**config.mk**
```make
export PLATFORM = sky130hd
export DESIGN_NAME = gpio_mask_port
export DESIGN_NICKNAME = d
export VERILOG_FILES = /design/src/rtl/gmp_pkg.sv /design/src/rtl/gmp_decode.sv /design/src/rtl/gmp_sync.sv /design/src/rtl/gmp_regs.sv /design/src/rtl/gpio_mask_port.sv
export SDC_FILE = /design/constraint.sdc
export NUM_CORES = 1
export LEC_CHECK = 0
export CAP_MARGIN = 10
export CORE_MARGIN = 4
export CORE_UTILIZATION = 60
export DETAILED_ROUTE_END_ITERATION = 8
export DONT_BUFFER_PORTS = 1
export PLACE_DENSITY = 0.77
export SLEW_MARGIN = 10
export SYNTH_ARGS = -nofsm -noshare
export SYNTH_HDL_FRONTEND = slang
export SYNTH_SLANG_ARGS = --single-unit
```
**constraint.sdc**
```tcl
create_clock -name clk -period 2.8 [get_ports clk]
set_clock_uncertainty 0.15 [all_clocks]
set_input_delay 0.14 -clock clk [delete_from_list [all_inputs] [get_ports clk]]
set_output_delay 0.14 -clock clk [all_outputs]
set_load 0.03 [all_outputs]
```
**src/rtl/gmp_pkg.sv**
```systemverilog
package gmp_pkg;
    typedef enum logic [2:0] {
        ACC_IDLE,
        ACC_DATA_WR,
        ACC_DATA_RD,
        ACC_DIR_WR,
        ACC_DIR_RD,
        ACC_BAD_WR,
        ACC_BAD_RD
    } acc_e;
endpackage

```
**src/rtl/gmp_decode.sv**
```systemverilog
module gmp_decode
    import gmp_pkg::*;
#(
    parameter int          N_PINS     = 8,
    parameter int          ADDR_W     = 12,
    parameter logic [11:0] DIR_OFFSET = 12'h400
) (
    input  logic              cs,
    input  logic              we,
    input  logic [ADDR_W-1:0] addr,
    output acc_e              kind,
    output logic [N_PINS-1:0] mask
);
    localparam int MASK_LO = 2;
    localparam int MASK_HI = N_PINS + 1;

    logic in_window;
    logic at_dir;

    always_comb begin
        in_window = (addr[ADDR_W-1:MASK_HI+1] == '0) && (addr[1:0] == 2'b00);
        at_dir    = (addr == ADDR_W'(DIR_OFFSET));
        mask      = addr[MASK_HI:MASK_LO];
        kind      = ACC_IDLE;
        if (cs) begin
            if (in_window)   kind = we ? ACC_DATA_WR : ACC_DATA_RD;
            else if (at_dir) kind = we ? ACC_DIR_WR  : ACC_DIR_RD;
            else             kind = we ? ACC_BAD_WR  : ACC_BAD_RD;
        end
    end
endmodule

```
**src/rtl/gmp_sync.sv**
```systemverilog
module gmp_sync #(
    parameter int W      = 8,
    parameter int STAGES = 2
) (
    input  logic         clk,
    input  logic         rst_n,
    input  logic [W-1:0] async_in,
    output logic [W-1:0] sync_out
);
    typedef struct packed {
        logic [STAGES-1:0][W-1:0] stage;
    } sync_t;

    sync_t s_d, s_q;

    always_comb begin
        s_d = s_q;
        s_d.stage[0] = async_in;
        for (int i = 1; i < STAGES; i++) begin
            s_d.stage[i] = s_q.stage[i-1];
        end
    end

    always_ff @(posedge clk or negedge rst_n) begin
        if (!rst_n) s_q <= '0;
        else        s_q <= s_d;
    end

    assign sync_out = s_q.stage[STAGES-1];
endmodule

```
**src/rtl/gmp_regs.sv**
```systemverilog
module gmp_regs
    import gmp_pkg::*;
#(
    parameter int N_PINS = 8
) (
    input  logic              clk,
    input  logic              rst_n,
    input  acc_e              kind,
    input  logic [N_PINS-1:0] mask,
    input  logic [N_PINS-1:0] wdata,
    output logic [N_PINS-1:0] dir,
    output logic [N_PINS-1:0] outv
);
    typedef struct packed {
        logic [N_PINS-1:0] dir;
        logic [N_PINS-1:0] outv;
    } regs_t;

    regs_t r_d, r_q;
    logic [N_PINS-1:0] touch;

    always_comb begin
        r_d   = r_q;
        touch = mask & r_q.dir;
        case (kind)
            ACC_DIR_WR:  r_d.dir  = wdata;
            ACC_DATA_WR: r_d.outv = (r_q.outv & ~touch) | (wdata & touch);
            default:     ;
        endcase
    end

    always_ff @(posedge clk or negedge rst_n) begin
        if (!rst_n) r_q <= '0;
        else        r_q <= r_d;
    end

    assign dir  = r_q.dir;
    assign outv = r_q.outv;

    AST_INPUT_PIN_HOLD: assert property (@(posedge clk) disable iff (!rst_n)
        rst_n |=> (((outv ^ $past(outv)) & ~$past(dir)) == '0));

    AST_UNMASKED_HOLD: assert property (@(posedge clk) disable iff (!rst_n)
        (kind == ACC_DATA_WR) |=> (((outv ^ $past(outv)) & ~$past(mask)) == '0));

    AST_BAD_WRITE_HOLD: assert property (@(posedge clk) disable iff (!rst_n)
        (kind == ACC_BAD_WR) |=> ($stable(outv) && $stable(dir)));
endmodule

```
**src/rtl/gpio_mask_port.sv**
```systemverilog
module gpio_mask_port
    import gmp_pkg::*;
#(
    parameter int          N_PINS     = 8,
    parameter int          ADDR_W     = 12,
    parameter int          SYNC_DEPTH = 2,
    parameter logic [11:0] DIR_OFFSET = 12'h400
) (
    input  logic              clk,
    input  logic              rst_n,
    input  logic              cs,
    input  logic              we,
    input  logic [ADDR_W-1:0] addr,
    input  logic [N_PINS-1:0] wdata,
    output logic [N_PINS-1:0] rdata,
    input  logic [N_PINS-1:0] pin_in,
    output logic [N_PINS-1:0] pin_out,
    output logic [N_PINS-1:0] pin_oe
);
    acc_e              kind;
    logic [N_PINS-1:0] mask;
    logic [N_PINS-1:0] dir;
    logic [N_PINS-1:0] outv;
    logic [N_PINS-1:0] pads_sync;

    gmp_decode #(.N_PINS(N_PINS), .ADDR_W(ADDR_W), .DIR_OFFSET(DIR_OFFSET)) u_decode (
        .cs   (cs),
        .we   (we),
        .addr (addr),
        .kind (kind),
        .mask (mask)
    );

    gmp_sync #(.W(N_PINS), .STAGES(SYNC_DEPTH)) u_sync (
        .clk      (clk),
        .rst_n    (rst_n),
        .async_in (pin_in),
        .sync_out (pads_sync)
    );

    gmp_regs #(.N_PINS(N_PINS)) u_regs (
        .clk   (clk),
        .rst_n (rst_n),
        .kind  (kind),
        .mask  (mask),
        .wdata (wdata),
        .dir   (dir),
        .outv  (outv)
    );

    typedef struct packed {
        logic [N_PINS-1:0] rd;
    } rd_t;

    rd_t rd_d, rd_q;

    always_comb begin
        rd_d = rd_q;
        case (kind)
            ACC_DATA_RD: rd_d.rd = ((dir & outv) | (~dir & pads_sync)) & mask;
            ACC_DIR_RD:  rd_d.rd = dir;
            ACC_BAD_RD:  rd_d.rd = '0;
            default:     ;
        endcase
    end

    always_ff @(posedge clk or negedge rst_n) begin
        if (!rst_n) rd_q <= '0;
        else        rd_q <= rd_d;
    end

    assign rdata   = rd_q.rd;
    assign pin_out = outv;
    assign pin_oe  = dir;

    AST_READ_MASKED_ZERO: assert property (@(posedge clk) disable iff (!rst_n)
        (cs && !we && addr[ADDR_W-1:N_PINS+2] == '0 && addr[1:0] == 2'b00)
        |=> ((rdata & ~$past(addr[N_PINS+1:2])) == '0));

    AST_MISALIGNED_READ_ZERO: assert property (@(posedge clk) disable iff (!rst_n)
        (cs && !we && addr[1:0] != 2'b00) |=> (rdata == '0));

    AST_RDATA_HOLD: assert property (@(posedge clk) disable iff (!rst_n)
        (rst_n && !(cs && !we)) |=> $stable(rdata));

    AST_IDLE_REGS_HOLD: assert property (@(posedge clk) disable iff (!rst_n)
        (rst_n && !cs) |=> ($stable(pin_out) && $stable(pin_oe)));
endmodule

```
## After elaboration in Yosys (flattened, before gate mapping)

Cells that the tools add are included.

| word-level totals | value |
|---|---|
| register bits after elaboration | 40 |
| bits of input ports | 32 |
| output and inout port bits | 24 |
| word-level logic and storage cells | 32 |

| operators by class | value |
|---|---|
| equal/unequal tests | 6 |
| multiplexer cells | 7 |
| bitwise gates (word level) | 10 |
| reductions and logical operators | 4 |

Operators with widths:

| cell | count |
|---|---|
| 8-bit AND | 6 |
| 8-bit one-hot mux with 3 select lines | 1 |
| 8-bit NOT | 2 |
| 8-bit OR | 2 |
| 12-bit by 11-bit equality test with 1-bit output (second input constant) | 1 |
| 3-bit two-way mux | 4 |
| 3-bit by 2-bit equality test with 1-bit output (second input constant) | 2 |
| 3-bit equality test (second input constant) | 2 |
| 2-bit logical NOT | 2 |
| 2-bit two-way mux | 2 |
| 3-bit by 1-bit equality test with 1-bit output (second input constant) | 1 |
| 3-bit nonzero test | 1 |
| 1-bit logical AND | 1 |

## Depth between registers and ports, before layout

| logic depth | value |
|---|---|
| depth after elaboration | 6 |
| depth in mapped cells | 8 |
| gate-level depth less buffers | 7 |

## By module

A second synthesis with hierarchy kept.

| second synthesis, totals | value |
|---|---|
| cell total of the unflattened synthesis | 133 |
| area, all modules | 1744.2 um^2 |

Modules (own cells, without submodules):

| module | instances | cells each | area an instance (um^2) | seq. area each (um^2) |
|---|---|---|---|---|
| gmp_regs | 1 | 42 | 646.9 | 400.4 |
| gpio_mask_port | 1 | 55 | 553.0 | 200.2 |
| gmp_sync | 1 | 16 | 400.4 | 400.4 |
| gmp_decode | 1 | 20 | 143.9 | 0.0 |

## Worst setup path after synthesis

No wires, ideal clock.

| path | value |
|---|---|
| path kind | input to register |
| start | input port addr[7] |
| end | register with a tool-made name |
| library setup time | 0.125 ns |
| arrival | 2.084 ns |
| required time | 2.525 ns |
| path slack | 0.441 ns |
| stages | 7 |
| buffers on the path | 1 |
| path through | or4_1 -> nor4_1 -> ha_1 -> clkbuf_1 -> nand2_1 -> a21oi_1 -> mux2_2 |

RTL lines:

| what | line | source |
|---|---|---|
| start, declared | gpio_mask_port.sv:13 | `input logic [ADDR_W-1:0] addr,` |

==> metrics.yaml <==
timing:
  finalWorstPathRequiredPeriod_ps: 2590
  slew_headroom: 0.587
  setup_violating_endpoint_count_in_the_final_report: 0
  final.setup.tns_ps: 0
  setup_slack_ps: 206
  fmax_ghz: 0.386
  min_period_over_period: 0.926
  finalHoldViolations: 0
  worst_slew_pin_slew_ps: 617
  drv_slew: 0
  rsz0062_at_grt: "false"
route:
  first_pass_iters: 4
  wl_um: 4140
  drc_violation_count_after_routing: 0
  wire_per_inst_um: 20.4
  initialDrtViolationCount: 93
  drt-vias-per-instance: 6.47
  postRouteAntennaNets: 0
  count_of_vias_placed_by_the_detailed_router: 1314
placed_design:
  final_hpwl_from_detailed_placement_um: 2520
  place_worst_setup_slack_ps: 316
  buffer_ports.inserted: 0
  gp_congestion: 0.831
  placedInstanceArea_um2: 1740
min_path:
  worst_hold_path_type: "input pin to flop"
worst_setup_path:
  path_cells: "or4_1 > nor4_1 > ha_1 > nand2_1 > a21oi_1 > mux2_2 > dlygate4sd3_1"
  worst-endpoint-required_ps: 2880
  critical_path.max_fanout: 8
  timing.critical_path.slowest_cell_delay_ps: 550
  setup.worst_path.class: "input pin to flop"
  crit_path_end_kind: "flop"
  worstPathArrival_ps: 2670
  cpMaxStageDelayCell: "dlygate4sd3_1"
  timing.critical_path.from_type: "input pin"
floorplanning:
  die-width_um: 61.6
  floorplan_die_area_um2: 3790
  initial_core_util: 0.625
  fp.dieH_um: 61.6
  placement_rows: 19
  core_area_um2: 2760
  io_pins: 56
global_route:
  grt_first_pass_wirelength_um: 6330
  maximum_number_of_pins_on_one_net_before_global_route_repair: 41
  grt_usage: 0.233
  number_of_antenna_violations_at_the_first_check_in_global_routing: 0
  vias_in_the_first_global_route: 1371
  grt_overflow: 0
cts:
  cts.path.max_buffers: 2
  cts_sink_cnt: 40
  clock_tree.htree_level_count: 2
  cts-buffers-inserted: 5
  cts.clk_slew.worst_paths_ps: 110
  post_cts_buffers: 0
  clock_tree.root_cell: "clkbuf_4"
  cts_tree: "yes"
  cts_resized: 0
  clk-insertion-delay-late_ps: 330
logic_synthesis:
  synth-warning-count: 0
  synth_enable_flop_cells: 0
  synth.most_common_cell: "dfrtp_1"
  leading_cell_types_by_total_area_after_synthesis: "dfrtp_1 58%, mux2_2 14%, nand3_1 4.6%, o2111ai_1 4.1%, nand4_1 2.9%"
  netlist.top_cell.by_area: "dfrtp_1"
  yosysSeqAreaShare: 0.581
  synth_cell_types: 23
  post_synth_instance_area_um2: 1720
  yosys_register_bits: 40
  asyncSetResetFlopFracSynth: 1.00
  synth_largest_type_area_fraction: 0.581
  synth_nets: 166
  synthFlopType: "dfrtp_1"
  synthTopCellsByCount: "40 x dfrtp_1, 22 x mux2_2, 16 x nand3_1"
  synthCells: 133
  avgSynthCellArea_um2: 13.0
power_and_ir_drop:
  vdd_drop_max_mv: 0.405
  p_per_area_nw_per_um2: 453
  total_leakage_power_nw: 0.943
layout:
  nNetsFinal: 205
  fin_area_um2: 2180
  insertedDiodeCount: 0
  syn2layout_area_growth_pct: 26.6
  final_layout_size_suffix_gt1_frac: 0.215
flow_run:
  max_cap_violations: 0
status:
  outcome: "complete, no violations"
## power by group
group          switching [mW]  internal (mW)
logic                  0.0346         0.0405
registers             0.00829          0.591
clock network           0.171          0.143
total                   0.214          0.774
## path summary, 6_finish.rpt
path,from,end,slack [ps],depth (start not counted)
worst max-delay path,addr[7],flop,210,7
worst min-delay path,we,flop,20,3
worst max register to register,u_regs.dir[2]$_DFFE_PN0N_,flop,670,4
worst min register to register,u_sync.s_d[13]$_DFF_PN0_,u_sync.sync_out[5]$_DFF_PN0_,210,0
max in group asynchronous,rst_n,asynchronous set/reset pin,2200,2
min in group asynchronous,rst_n,u_regs.dir[2]$_DFFE_PN0N_,110,2
## kinds of logic (layout without fill, tap and decap cells)
family	count (synthesis)	in the layout	share of synthesized area
mux	24	24	0.157
simple gates	44	44	0.150
compound gates	16	16	0.0770
fa+ha+maj	1	1	0.00726
buf+inv	8	47	0.0283
flops	40	40	0.581
## per-stage QoR
step	total power, mW	cells	hold WS (ps)	utilization
floorplan	0.632	133	-306	-
global placement	0.632	159	-304	0.629
detailed placement	0.633	159	-304	0.629
CTS	0.999	203	0.257	0.791
global route	1.03	203	12.4	0.791
finish	0.988	203	21.3	0.791
## worst max-delay path: cells and delay by family
kind | cells | cell delay [ps]
simple gates | 3 | 1020
mux | 1 | 360
fa+ha+maj | 1 | 320
buf+inv | 1 | 550
compound gates | 1 | 270
## timing repair
action,CTS,global route
endpoints found under the hold margin,72,0
hold buffers,37,0
endpoints found under the setup margin,0,0
## layer usage
metal | track usage | up-vias | share of wire | wire, um
met1 | 0.283 | 650 | 0.37 | 1520
met2 | 0.389 | 73 | 0.52 | 2140
met3 | 0.0608 | 12 | 0.095 | 394
met4 | 0.103 | 0 | 0.021 | 89
met5 | 0 | - | 0 | 0
li1 | - | 579 | - | -
## final cells by class
class / instances / area, um2
fill: 169 / 577
sequential: 40 / 1000
clock buffer: 7 / 65.1
multi-input combinational: 85 / 673
tap: 31 / 38.8
timing repair buffer: 40 / 403
## layout by cell type, fill, tap and decap left out
cell type / n
buf_4: 3
nor4bb_1: 1
mux2_1: 2
o2111ai_1: 8
buf_12: 1
nand3b_1: 1
nand3_1: 16
clkbuf_4: 5
nand4_1: 8
clkbuf_8: 2
a21oi_1: 6
nor4_4: 1
dlygate4sd3_1: 36
nor4_1: 2
or4_1: 2
a21oi_4: 2
nor2_2: 1
ha_1: 1
dfrtp_1: 40
nor2b_1: 1
mux2_2: 22
nand4b_1: 1
nand2b_1: 1
nand2_1: 9
Power figures use the tool's default switching activity.
